$ cat src/rtl/adc_rr_pkg.sv
package adc_rr_pkg;
  typedef enum logic {
    ALIGN_RIGHT = 1'b0,
    ALIGN_LEFT  = 1'b1
  } align_e;
endpackage

$ cat src/rtl/rr_lock_ctrl.sv
module rr_lock_ctrl (
  input  logic clk,
  input  logic rst_n,
  input  logic rd_lo,
  input  logic rd_hi,
  output logic lock_o
);
  logic lock_q;

  always_ff @(posedge clk or negedge rst_n) begin
    if (!rst_n) begin
      lock_q <= 1'b0;
    end else if (rd_hi) begin
      lock_q <= 1'b0;
    end else if (rd_lo) begin
      lock_q <= 1'b1;
    end
  end

  assign lock_o = lock_q;

  a_r5_lock_after_low: assert property (@(posedge clk) disable iff (!rst_n)
    (rd_lo && !rd_hi) |=> lock_o);
  a_r6_unlock_after_high: assert property (@(posedge clk) disable iff (!rst_n)
    rd_hi |=> !lock_o);
  a_r6_lock_holds: assert property (@(posedge clk) disable iff (!rst_n)
    (!rd_lo && !rd_hi) |=> (lock_o == $past(lock_o)));
endmodule

$ cat src/rtl/rr_store.sv
module rr_store #(
  parameter int RES_W = 10
) (
  input  logic             clk,
  input  logic             rst_n,
  input  logic             cap_i,
  input  logic [RES_W-1:0] data_i,
  output logic [RES_W-1:0] val_o,
  output logic             done_o
);
  logic [RES_W-1:0] val_q;
  logic             done_q;

  always_ff @(posedge clk or negedge rst_n) begin
    if (!rst_n) begin
      val_q  <= '0;
      done_q <= 1'b0;
    end else begin
      done_q <= cap_i;
      if (cap_i) begin
        val_q <= data_i;
      end
    end
  end

  assign val_o  = val_q;
  assign done_o = done_q;

  a_r2_store_on_capture: assert property (@(posedge clk) disable iff (!rst_n)
    cap_i |=> (done_o && val_o == $past(data_i)));
  a_r7_hold_without_capture: assert property (@(posedge clk) disable iff (!rst_n)
    !cap_i |=> ($stable(val_o) && !done_o));
endmodule

$ cat src/rtl/rr_justify.sv
module rr_justify #(
  parameter int RES_W  = 10,
  parameter int BYTE_W = 8
) (
  input  logic [RES_W-1:0]  val_i,
  input  logic              left_i,
  output logic [BYTE_W-1:0] hi_o,
  output logic [BYTE_W-1:0] lo_o
);
  localparam int VIEW_W = 2 * BYTE_W;
  localparam int PAD_W  = VIEW_W - RES_W;

  logic [VIEW_W-1:0] view_left;
  logic [VIEW_W-1:0] view_right;
  logic [VIEW_W-1:0] view;

  generate
    if (PAD_W == 0) begin : g_full
      assign view_left  = val_i;
      assign view_right = val_i;
    end else begin : g_pad
      assign view_left  = {val_i, {PAD_W{1'b0}}};
      assign view_right = {{PAD_W{1'b0}}, val_i};
    end
  endgenerate

  always_comb begin
    view = left_i ? view_left : view_right;
    hi_o = view[VIEW_W-1:BYTE_W];
    lo_o = view[BYTE_W-1:0];
  end
endmodule

$ cat src/rtl/adc_result_reg.sv
module adc_result_reg #(
  parameter int RES_W  = 10,
  parameter int BYTE_W = 8
) (
  input  logic              clk,
  input  logic              rst_n,
  input  logic              res_valid,
  output logic              res_ready,
  input  logic [RES_W-1:0]  res_data,
  input  logic              left_align,
  input  logic              rd_lo,
  input  logic              rd_hi,
  output logic [BYTE_W-1:0] byte_hi,
  output logic [BYTE_W-1:0] byte_lo,
  output logic              write_blocked,
  output logic              res_done
);
  import adc_rr_pkg::*;

  logic             lock;
  logic             capture;
  logic [RES_W-1:0] stored;
  align_e           align;

  assign align     = align_e'(left_align);
  assign res_ready = !lock && !rd_lo;
  assign capture   = res_valid && res_ready;

  rr_lock_ctrl u_lock (
    .clk    (clk),
    .rst_n  (rst_n),
    .rd_lo  (rd_lo),
    .rd_hi  (rd_hi),
    .lock_o (lock)
  );

  rr_store #(.RES_W(RES_W)) u_store (
    .clk    (clk),
    .rst_n  (rst_n),
    .cap_i  (capture),
    .data_i (res_data),
    .val_o  (stored),
    .done_o (res_done)
  );

  rr_justify #(.RES_W(RES_W), .BYTE_W(BYTE_W)) u_just (
    .val_i  (stored),
    .left_i (align == ALIGN_LEFT),
    .hi_o   (byte_hi),
    .lo_o   (byte_lo)
  );

  assign write_blocked = lock;

  a_r7_no_accept_when_locked: assert property (@(posedge clk) disable iff (!rst_n)
    write_blocked |-> !res_ready);
  a_r9_no_accept_on_low_read: assert property (@(posedge clk) disable iff (!rst_n)
    rd_lo |-> !res_ready);
  a_r7_blocked_no_done: assert property (@(posedge clk) disable iff (!rst_n)
    (res_valid && !res_ready) |=> !res_done);
endmodule

$ cat config.mk
export PLATFORM = sky130hd
export DESIGN_NAME = adc_result_reg
export DESIGN_NICKNAME = d
export VERILOG_FILES = /design/src/rtl/adc_rr_pkg.sv /design/src/rtl/rr_lock_ctrl.sv /design/src/rtl/rr_store.sv /design/src/rtl/rr_justify.sv /design/src/rtl/adc_result_reg.sv
export SDC_FILE = /design/constraint.sdc
export NUM_CORES = 1
export LEC_CHECK = 0
export ABC_AREA = 1
export BUFFER_PORTS_ARGS = -buffer_cell sky130_fd_sc_hd__buf_4
export CORE_MARGIN = 2
export CORE_UTILIZATION = 35
export DETAILED_ROUTE_END_ITERATION = 7
export PLACE_DENSITY_LB_ADDON = 0.12
export SLEW_MARGIN = 15
export SYNTH_ARGS = -nofsm -noshare
export SYNTH_HDL_FRONTEND = slang
export SYNTH_SLANG_ARGS = --single-unit
$ cat constraint.sdc
create_clock -name clk -period 1 [get_ports clk]
set_input_delay 0.15 -clock clk [delete_from_list [all_inputs] [get_ports clk]]
set_output_delay 0.15 -clock clk [all_outputs]
set_load 0.03 [all_outputs]
==> results of run 1 <==
power breakdown:
group / switching (mW) / internal [mW] / total, mW
Combinational: 0.400 / 0.367 / 0.767
Clock: 0.159 / 0.221 / 0.380
Sequential: 0.0552 / 0.556 / 0.611
cell type report:
type                            instances  area, sq um  area share (%)
Clock buffer                            4        36.28           3.132
Inverter                               13        48.80           4.212
Multi-Input combinational cell         54        312.8           27.00
Sequential cell                        12        301.5           26.03
Tap cell                               17        21.27           1.836
Timing Repair Buffer                   51        437.9           37.80
layout by cell type, fill, tap and decap left out:
cell	Yosys	final
sky130_fd_sc_hd__a21oi_2	0	4
sky130_fd_sc_hd__buf_4	0	36
sky130_fd_sc_hd__buf_6	2	14
sky130_fd_sc_hd__clkbuf_4	0	3
sky130_fd_sc_hd__clkbuf_8	0	1
sky130_fd_sc_hd__dfrtp_1	12	11
sky130_fd_sc_hd__dfrtp_2	0	1
sky130_fd_sc_hd__dlygate4sd3_1	0	1
sky130_fd_sc_hd__inv_1	13	7
sky130_fd_sc_hd__inv_2	0	6
sky130_fd_sc_hd__nand2_1	25	20
sky130_fd_sc_hd__nand2_2	2	6
sky130_fd_sc_hd__nand2_8	0	2
sky130_fd_sc_hd__nand3_1	10	7
sky130_fd_sc_hd__nand3_2	0	3
sky130_fd_sc_hd__nor2_1	11	8
sky130_fd_sc_hd__nor2_2	1	3
sky130_fd_sc_hd__nor2_4	0	1
routing by layer:
layer | vias to the layer above | GRT usage (%) | wire [um]
li1 | 352 | - | -
met1 | 295 | 19.54 | 662
met2 | 23 | 23.66 | 846
met3 | 2 | 1.984 | 96
met4 | 0 | 8.571 | 12
met5 | - | 0 | 0
per-stage QoR:
stage	instances	setup TNS (ns)	util (%)	hold slack, ns	setup WS (ns)
6_report	151	-1.704	68.59	0.01686	-0.1381
5_1_grt	151	-2.962	68.59	0.009013	-0.1912
4_1_cts	146	-1.759	61.70	0.01505	-0.1416
3_5_place_dp	131	0	52.00	-0.003487	0.03231
3_3_place_gp	131	0	52.00	-0.001524	0.06518
2_1_floorplan	83	-0.09310	-	-0.1456	-0.02133
flip-flops by register name, summed over array words and instances, names as in the netlist:
name	flops
u_store.val_o	10
u_lock.lock_o	1
u_store.done_o	1
worst max-delay path: cells and delay by family, from the launching register on:
family	cells	cell delay, ns
AOI/OAI and AO/OA	1	0.15
buffers and inverters	2	0.20
DFF	1	0.37
final timing paths:
check,to,slack [ns],cells past startpoint
min in group asynchronous,u_store.val_o[3]$_DFFE_PN0P_,0.25,2
max,byte_hi[1],-0.14,3
min reg2reg,u_store.val_o[7]$_DFFE_PN0P_,0.59,3
max in group asynchronous,u_lock.lock_o$_DFFE_PN0P_,0.59,2
max reg2reg,u_store.val_o[6]$_DFFE_PN0P_,-0.06,5
min,u_lock.lock_o$_DFFE_PN0P_,0.02,2
logic make-up after synthesis:
kind of cell	count (synthesis)
AOI/OAI and AO/OA	4
buffers and inverters	18
DFF	12
and+or+nand+nor	49
repair_timing:
| action | 4_1_cts | 5_1_grt |
|---|---|---|
| cloned | 0 | 1 |
| pin swaps | 5 | 9 |
| setup endpoints to repair | 18 | 29 |
| buffers inserted | 10 | 4 |
| hold endpoints to repair | 12 | 0 |
| hold buffers | 1 | 0 |
| resized for setup | 13 | 23 |
==> impl_results.html, run 1 <==
<table>
<tr><th>Metric</th><th>Value</th></tr>
<tr><th colspan="2">Final layout</th></tr>
<tr><td>Final instance area</td><td>1159 sq um</td></tr>
<tr><td>Layout overhead on the synthesized area</td><td>89.75%</td></tr>
<tr><td>Fill cell count</td><td>163</td></tr>
<tr><td>Share of final-layout standard cells stronger than drive strength 1</td><td>59.70%</td></tr>
<tr><td>Net total in the final layout</td><td>151</td></tr>
<tr><td>Antenna diodes</td><td>0</td></tr>
<tr><th colspan="2">Yosys</th></tr>
<tr><td>Number of synthesized register bits</td><td>12</td></tr>
<tr><td>Mux cell area share after synthesis</td><td>0%</td></tr>
<tr><td>Simple logic cell fraction of the synthesized area</td><td>33.40%</td></tr>
<tr><td>Portion of the post-synthesis area used by sequential elements</td><td>49.18%</td></tr>
<tr><td>Largest family of logic cells by synthesized area</td><td>simple AND/OR/NAND/NOR gates</td></tr>
<tr><td>Xor/xnor cell area share of the yosys netlist</td><td>0%</td></tr>
<tr><td>Net Count, Synth</td><td>99</td></tr>
<tr><td>Number of different library cells in the post-synthesis netlist</td><td>10</td></tr>
<tr><td>Most frequent cell after synthesis</td><td>sky130_fd_sc_hd__nand2_1</td></tr>
<tr><td>Cell area after synthesis</td><td>610.6 sq um</td></tr>
<tr><td>Gate count after technology mapping</td><td>83</td></tr>
<tr><td>Top cell type's share of synthesized area</td><td>49.18%</td></tr>
<tr><td>Complex-gate fraction of the synthesized area</td><td>3.279%</td></tr>
<tr><td>Mean post-synth cell area</td><td>7.356 sq um</td></tr>
<tr><td>EDFF count, synth</td><td>0</td></tr>
<tr><td>Most used standard cells in the synthesized netlist</td><td>sky130_fd_sc_hd__nand2_1, sky130_fd_sc_hd__inv_1, sky130_fd_sc_hd__dfrtp_1</td></tr>
<tr><td>Post-synth top area cell</td><td>sky130_fd_sc_hd__dfrtp_1</td></tr>
<tr><td>Synth async-reset ratio</td><td>100.0%</td></tr>
<tr><td>Synth area leaders</td><td>sky130_fd_sc_hd__dfrtp_1, sky130_fd_sc_hd__nand2_1, sky130_fd_sc_hd__nand3_1</td></tr>
<tr><td>Arithmetic-cell share of the synthesized area counting full adders, half adders and majority gates</td><td>0%</td></tr>
<tr><td>Dominant synthesized flop cell</td><td>sky130_fd_sc_hd__dfrtp_1</td></tr>
<tr><td>Number of warnings reported in the yosys synthesis log</td><td>0</td></tr>
<tr><th colspan="2">CTS</th></tr>
<tr><td>Clock Sink Count</td><td>12</td></tr>
<tr><td>Latest clock arrival within the worst-skew pair</td><td>0.27 ns</td></tr>
<tr><td>Number of levels the H-tree was split into</td><td>1</td></tr>
<tr><td>Total clock buffers created by CTS</td><td>3</td></tr>
<tr><td>TritonCTS clock tree</td><td>done</td></tr>
<tr><td>Clock-pin slew on the worst setup and hold paths</td><td>0.08 ns</td></tr>
<tr><td>Root buffer selected by CTS</td><td>sky130_fd_sc_hd__clkbuf_4</td></tr>
<tr><td>Buffer levels on the longest clock path</td><td>2</td></tr>
<tr><th colspan="2">Detailed routing</th></tr>
<tr><td>Detailed-route vias per instance</td><td>4.450</td></tr>
<tr><td>Remaining antenna violation count after routing</td><td>0</td></tr>
<tr><td>Initial drt markers</td><td>4</td></tr>
<tr><td>Final Routed Wirelength</td><td>1618 um</td></tr>
<tr><td>Final routed DRC violation total</td><td>0</td></tr>
<tr><td>Average wire length per cell after detail routing</td><td>10.72 um</td></tr>
<tr><td>Vias after detailed routing</td><td>672</td></tr>
<tr><td>Number of iterations in the first detailed-routing pass</td><td>3</td></tr>
<tr><th colspan="2">Critical path</th></tr>
<tr><td>Library cell contributing the largest single delay on the critical path</td><td>sky130_fd_sc_hd__dfrtp_1</td></tr>
<tr><td>Crit path capture type</td><td>primary output</td></tr>
<tr><td>Startpoint type of the worst setup path</td><td>register</td></tr>
<tr><td>Worst path cell trace</td><td>inv_2, a21oi_2, buf_6</td></tr>
<tr><td>Worst Setup SP</td><td>u_store.val_o[3]$_DFFE_PN0P_</td></tr>
<tr><td>Worst stage delay on the critical path</td><td>0.37 ns</td></tr>
<tr><td>Reg-to-Reg Start</td><td>u_lock.lock_o$_DFFE_PN0P_</td></tr>
<tr><td>Startpoint-to-endpoint class of the critical path</td><td>reg2out</td></tr>
<tr><td>Data arrival time of the critical path</td><td>0.99 ns</td></tr>
<tr><td>Maximum fanout encountered on the critical timing path</td><td>2</td></tr>
<tr><td>Required time of the critical path</td><td>0.85 ns</td></tr>
<tr><th colspan="2">Timing</th></tr>
<tr><td>Highest Clock Rate</td><td>0.8786 GHz</td></tr>
<tr><td>RSZ-0062 raised after global routing</td><td>true</td></tr>
<tr><td>Setup clock skew after layout</td><td>0.003419 ns</td></tr>
<tr><td>Part of the cycle the worst path needs</td><td>113.8%</td></tr>
<tr><td>Max Slew Vio Count</td><td>0</td></tr>
<tr><td>Slew margin rel.</td><td>84.86%</td></tr>
<tr><td>Endpoints failing setup</td><td>23</td></tr>
<tr><td>Fin worst setup slack</td><td>-0.1381 ns</td></tr>
<tr><td>Hold Vio Cnt, Final</td><td>0</td></tr>
<tr><td>Final critical-path required period</td><td>1.138 ns</td></tr>
<tr><td>Measured slew at the worst slew-check pin</td><td>0.2272 ns</td></tr>
<tr><th colspan="2">Floorplanning</th></tr>
<tr><td>Starting Density</td><td>36.15%</td></tr>
<tr><td>Placement row count</td><td>15</td></tr>
<tr><td>Area of the placeable core</td><td>1689 sq um</td></tr>
<tr><td>I/O pin count</td><td>35</td></tr>
<tr><td>Area enclosed by the die boundary</td><td>2094 sq um</td></tr>
<tr><td>Y dimension of the die</td><td>45.77 um</td></tr>
<tr><td>Die outline width</td><td>45.77 um</td></tr>
<tr><th colspan="2">Power and ir drop</th></tr>
<tr><td>Overall power consumption</td><td>1.758 mW</td></tr>
<tr><td>Largest voltage drop on the vdd net</td><td>0.8063 mV</td></tr>
<tr><td>Leakage power</td><td>0.6509 nW</td></tr>
<tr><td>Pwr/cell area</td><td>1517 nW/um^2</td></tr>
<tr><th colspan="2">Run</th></tr>
<tr><td>Max-capacitance violation count</td><td>0</td></tr>
<tr><th colspan="2">Outcome</th></tr>
<tr><td>Violated checks</td><td>setup timing</td></tr>
<tr><td>Status</td><td>complete, but fails checks</td></tr>
<tr><th colspan="2">Place</th></tr>
<tr><td>HPWL after detailed placement</td><td>1017 um</td></tr>
<tr><td>Buffers added on ports</td><td>34</td></tr>
<tr><td>RePlAce Congestion</td><td>0.6248</td></tr>
<tr><td>Cell area reported after detailed placement</td><td>878.3 sq um</td></tr>
<tr><th colspan="2">Global routing</th></tr>
<tr><td>Total gr overflow</td><td>0</td></tr>
<tr><td>Maximum number of pins on one net before global-route repair</td><td>21</td></tr>
<tr><td>Number of antenna violations at the first check in global routing</td><td>0</td></tr>
<tr><td>Global-route wire length before repair</td><td>2180 um</td></tr>
<tr><td>Number of global-route vias before repair</td><td>501</td></tr>
<tr><td>Overall routing resource usage</td><td>14.95%</td></tr>
<tr><th colspan="2">Min path</th></tr>
<tr><td>Hold/Removal Path Class</td><td>in2reg</td></tr>
<tr><td>Hold path startpoint</td><td>rd_hi</td></tr>
</table>
Note: power is estimated with default switching activity, not from simulation.
==> inputs of run 2 (changes only) <==
--- a/config.mk
+++ b/config.mk
@@ -8,9 +8,9 @@
 export ABC_AREA = 1
 export BUFFER_PORTS_ARGS = -buffer_cell sky130_fd_sc_hd__buf_4
 export CORE_MARGIN = 2
-export CORE_UTILIZATION = 35
+export CORE_UTILIZATION = 37
 export DETAILED_ROUTE_END_ITERATION = 7
-export PLACE_DENSITY_LB_ADDON = 0.12
+export PLACE_DENSITY = 0.75
 export SLEW_MARGIN = 15
 export SYNTH_ARGS = -nofsm -noshare
 export SYNTH_HDL_FRONTEND = slang
==> run 2 against run 1 <==
Net effect:
- the flow still finishes with violations (setup timing)
- register-to-register slack better by 0.05 ns
- cell area is 4.1% lower
- sequential power is 0.7% lower
- setup slack better by 0.0094 ns
- global-route usage grew 2.4 points
- power fell by 5.7%
- final cell count decreased by 1.3%
- clock power fell by 20%
- utilization grew 4.3 points
- clock-buffer cell count unchanged
- maximum frequency rose by 0.83%
- critical path type unchanged
- largest cell class unchanged
- largest power group unchanged
==> impl_results.html, run 2 (synthesis results as in run 1) <==
<table>
<tr><th>Metric</th><th>Value</th></tr>
<tr><th colspan="2">Final layout</th></tr>
<tr><td>Share of final-layout standard cells stronger than drive strength 1</td><td>54.14%</td></tr>
<tr><td>Post-route insts no fill</td><td>149</td></tr>
<tr><td>Net total in the final layout</td><td>150</td></tr>
<tr><td>Antenna diodes</td><td>0</td></tr>
<tr><td>Share of the core filled with cells</td><td>72.91%</td></tr>
<tr><td>Final instance area</td><td>1111 sq um</td></tr>
<tr><td>Number of flip-flops in the largest register</td><td>10</td></tr>
<tr><td>Commonest non-fill, non-tap cell in the layout</td><td>sky130_fd_sc_hd__buf_4</td></tr>
<tr><td>Most frequent cells in the layout</td><td>sky130_fd_sc_hd__buf_4, sky130_fd_sc_hd__nand2_1, sky130_fd_sc_hd__buf_6, sky130_fd_sc_hd__dfrtp_1</td></tr>
<tr><td>Layout overhead on the synthesized area</td><td>81.97%</td></tr>
<tr><th colspan="2">Power and ir drop</th></tr>
<tr><td>Pwr/cell area</td><td>1492 nW/um^2</td></tr>
<tr><td>Power dissipated by switching net loads</td><td>597.5 uW</td></tr>
<tr><td>Leakage power</td><td>0.6444 nW</td></tr>
<tr><td>Power share of the combinational group</td><td>45.0%</td></tr>
<tr><td>Largest voltage drop on the vdd net</td><td>0.9582 mV</td></tr>
<tr><td>Power share of the clock group</td><td>18.4%</td></tr>
<tr><td>Switch share</td><td>36.04%</td></tr>
<tr><td>Overall power consumption</td><td>1.658 mW</td></tr>
<tr><td>Internal power of the cells</td><td>1.060 mW</td></tr>
<tr><td>Sequential share of power</td><td>36.6%</td></tr>
<tr><th colspan="2">Global routing</th></tr>
<tr><td>Total gr overflow</td><td>0</td></tr>
<tr><td>Global-route wire length before repair</td><td>2525 um</td></tr>
<tr><td>Overall routing resource usage</td><td>17.33%</td></tr>
<tr><td>Number of antenna violations at the first check in global routing</td><td>0</td></tr>
<tr><td>Maximum number of pins on one net before global-route repair</td><td>21</td></tr>
<tr><td>Number of global-route vias before repair</td><td>600</td></tr>
<tr><th colspan="2">Place</th></tr>
<tr><td>Buffers added on ports</td><td>34</td></tr>
<tr><td>Worst slack, placed</td><td>0.02326 ns</td></tr>
<tr><td>Placed Cells incl. Taps</td><td>129</td></tr>
<tr><td>RePlAce Congestion</td><td>0.7401</td></tr>
<tr><td>HPWL after detailed placement</td><td>1102 um</td></tr>
<tr><td>Cell area reported after detailed placement</td><td>869.6 sq um</td></tr>
<tr><th colspan="2">CTS</th></tr>
<tr><td>Clock-pin slew on the worst setup and hold paths</td><td>0.07 ns</td></tr>
<tr><td>Buffer levels on the longest clock path</td><td>2</td></tr>
<tr><td>Total clock buffers created by CTS</td><td>3</td></tr>
<tr><td>Latest clock arrival within the worst-skew pair</td><td>0.27 ns</td></tr>
<tr><td>Clock Sink Count</td><td>12</td></tr>
<tr><td>TritonCTS clock tree</td><td>done</td></tr>
<tr><td>Number of levels the H-tree was split into</td><td>1</td></tr>
<tr><td>Root buffer selected by CTS</td><td>sky130_fd_sc_hd__clkbuf_4</td></tr>
<tr><th colspan="2">Min path</th></tr>
<tr><td>Worst hold path stage count</td><td>2</td></tr>
<tr><td>Hold/Removal Path Class</td><td>in2reg</td></tr>
<tr><th colspan="2">Floorplanning</th></tr>
<tr><td>Placement row count</td><td>14</td></tr>
<tr><td>Y dimension of the die</td><td>44.63 um</td></tr>
<tr><td>Area enclosed by the die boundary</td><td>1991 sq um</td></tr>
<tr><td>Area of the placeable core</td><td>1524 sq um</td></tr>
<tr><td>Die outline width</td><td>44.63 um</td></tr>
<tr><td>Starting Density</td><td>40.07%</td></tr>
<tr><td>I/O pin count</td><td>35</td></tr>
<tr><th colspan="2">Detailed routing</th></tr>
<tr><td>Average wire length per cell after detail routing</td><td>11.11 um</td></tr>
<tr><td>Number of iterations in the first detailed-routing pass</td><td>4</td></tr>
<tr><td>Vias after detailed routing</td><td>666</td></tr>
<tr><td>Remaining antenna violation count after routing</td><td>0</td></tr>
<tr><td>Final routed DRC violation total</td><td>0</td></tr>
<tr><td>Final Routed Wirelength</td><td>1655 um</td></tr>
<tr><td>Initial drt markers</td><td>10</td></tr>
<tr><td>Detailed-route vias per instance</td><td>4.470</td></tr>
<tr><th colspan="2">Critical path</th></tr>
<tr><td>Crit path capture type</td><td>primary output</td></tr>
<tr><td>Data arrival time of the critical path</td><td>0.98 ns</td></tr>
<tr><td>Required time of the critical path</td><td>0.85 ns</td></tr>
<tr><td>Worst Reg2Reg Path Length in Cells</td><td>5</td></tr>
<tr><td>Maximum fanout encountered on the critical timing path</td><td>3</td></tr>
<tr><td>Startpoint type of the worst setup path</td><td>register</td></tr>
<tr><td>Startpoint-to-endpoint class of the critical path</td><td>reg2out</td></tr>
<tr><th colspan="2">Timing</th></tr>
<tr><td>Fin worst setup slack</td><td>-0.1287 ns</td></tr>
<tr><td>Max Slew Vio Count</td><td>0</td></tr>
<tr><td>Setup clock skew after layout</td><td>0.007507 ns</td></tr>
<tr><td>Highest Clock Rate</td><td>0.8860 GHz</td></tr>
<tr><td>RSZ-0062 raised after global routing</td><td>true</td></tr>
<tr><td>Slew margin rel.</td><td>87.42%</td></tr>
<tr><td>WHS</td><td>0.01866 ns</td></tr>
<tr><td>Measured slew at the worst slew-check pin</td><td>0.1887 ns</td></tr>
<tr><td>Final critical-path required period</td><td>1.129 ns</td></tr>
<tr><td>Part of the cycle the worst path needs</td><td>112.9%</td></tr>
<tr><td>Post-route setup TNS</td><td>-1.525 ns</td></tr>
<tr><td>Endpoints failing setup</td><td>23</td></tr>
<tr><td>Hold Vio Cnt, Final</td><td>0</td></tr>
<tr><th colspan="2">Run</th></tr>
<tr><td>Max-capacitance violation count</td><td>0</td></tr>
<tr><th colspan="2">Outcome</th></tr>
<tr><td>Violated checks</td><td>setup timing</td></tr>
<tr><td>Status</td><td>complete, but fails checks</td></tr>
</table>
==> run 2: final timing paths <==
check                                                   from                      endpoint  slack [ns]
worst max-delay path               u_lock.lock_o$_DFFE_PN0P_                     res_ready       -0.13
worst min-delay path                                   rd_hi     u_lock.lock_o$_DFFE_PN0P_        0.02
worst max register to register     u_lock.lock_o$_DFFE_PN0P_  u_store.val_o[4]$_DFFE_PN0P_       -0.01
worst min register to register  u_store.val_o[1]$_DFFE_PN0P_  u_store.val_o[1]$_DFFE_PN0P_        0.59
max in group asynchronous                              rst_n     u_lock.lock_o$_DFFE_PN0P_        0.60
min in group asynchronous                              rst_n  u_store.val_o[8]$_DFFE_PN0P_        0.24
==> run 2: power groups by stage <==
stage,Combinational (mW),Clock (mW),Sequential [mW]
4_1_cts,0.691,0.309,0.603
2_1_floorplan,0.331,0,0.612
6_report,0.746,0.305,0.607
3_3_place_gp,0.522,0,0.616
3_5_place_dp,0.532,0,0.618
5_1_grt,0.807,0.334,0.616
==> run 2: final cells by class <==
| cell class | count | area (sq um) |
|---|---|---|
| Inverter | 13 | 48.80 |
| Timing Repair Buffer | 50 | 422.9 |
| Fill cell | 121 | 412.9 |
| Sequential cell | 12 | 301.5 |
| Clock buffer | 4 | 26.28 |
| Tap cell | 16 | 20.02 |
| Multi-Input combinational cell | 54 | 291.5 |
==> run 2: timing repair <==
item	in CTS	in global routing
hold endpoints to repair	12	0
gates cloned	0	1
buffers inserted	11	3
hold buffers	1	0
pin swaps	6	3
setup endpoints to repair	18	28
resized for setup	17	12
==> run 2: per-layer routing <==
layer	wire length [um]	share of wire, %	track usage, %	vias to the layer above
met5	0	0	0	-
met4	0	0	9.091	0
met3	120	7.3	2.041	0
met2	867	52	28.70	27
met1	667	40	21.96	292
li1	-	-	-	347
==> run 2: critical path, cell delays in order (launching register included) <==
cell and delay, ns:
sky130_fd_sc_hd__dfrtp_2 0.44, sky130_fd_sc_hd__nor2_4 0.12, sky130_fd_sc_hd__buf_6 0.15
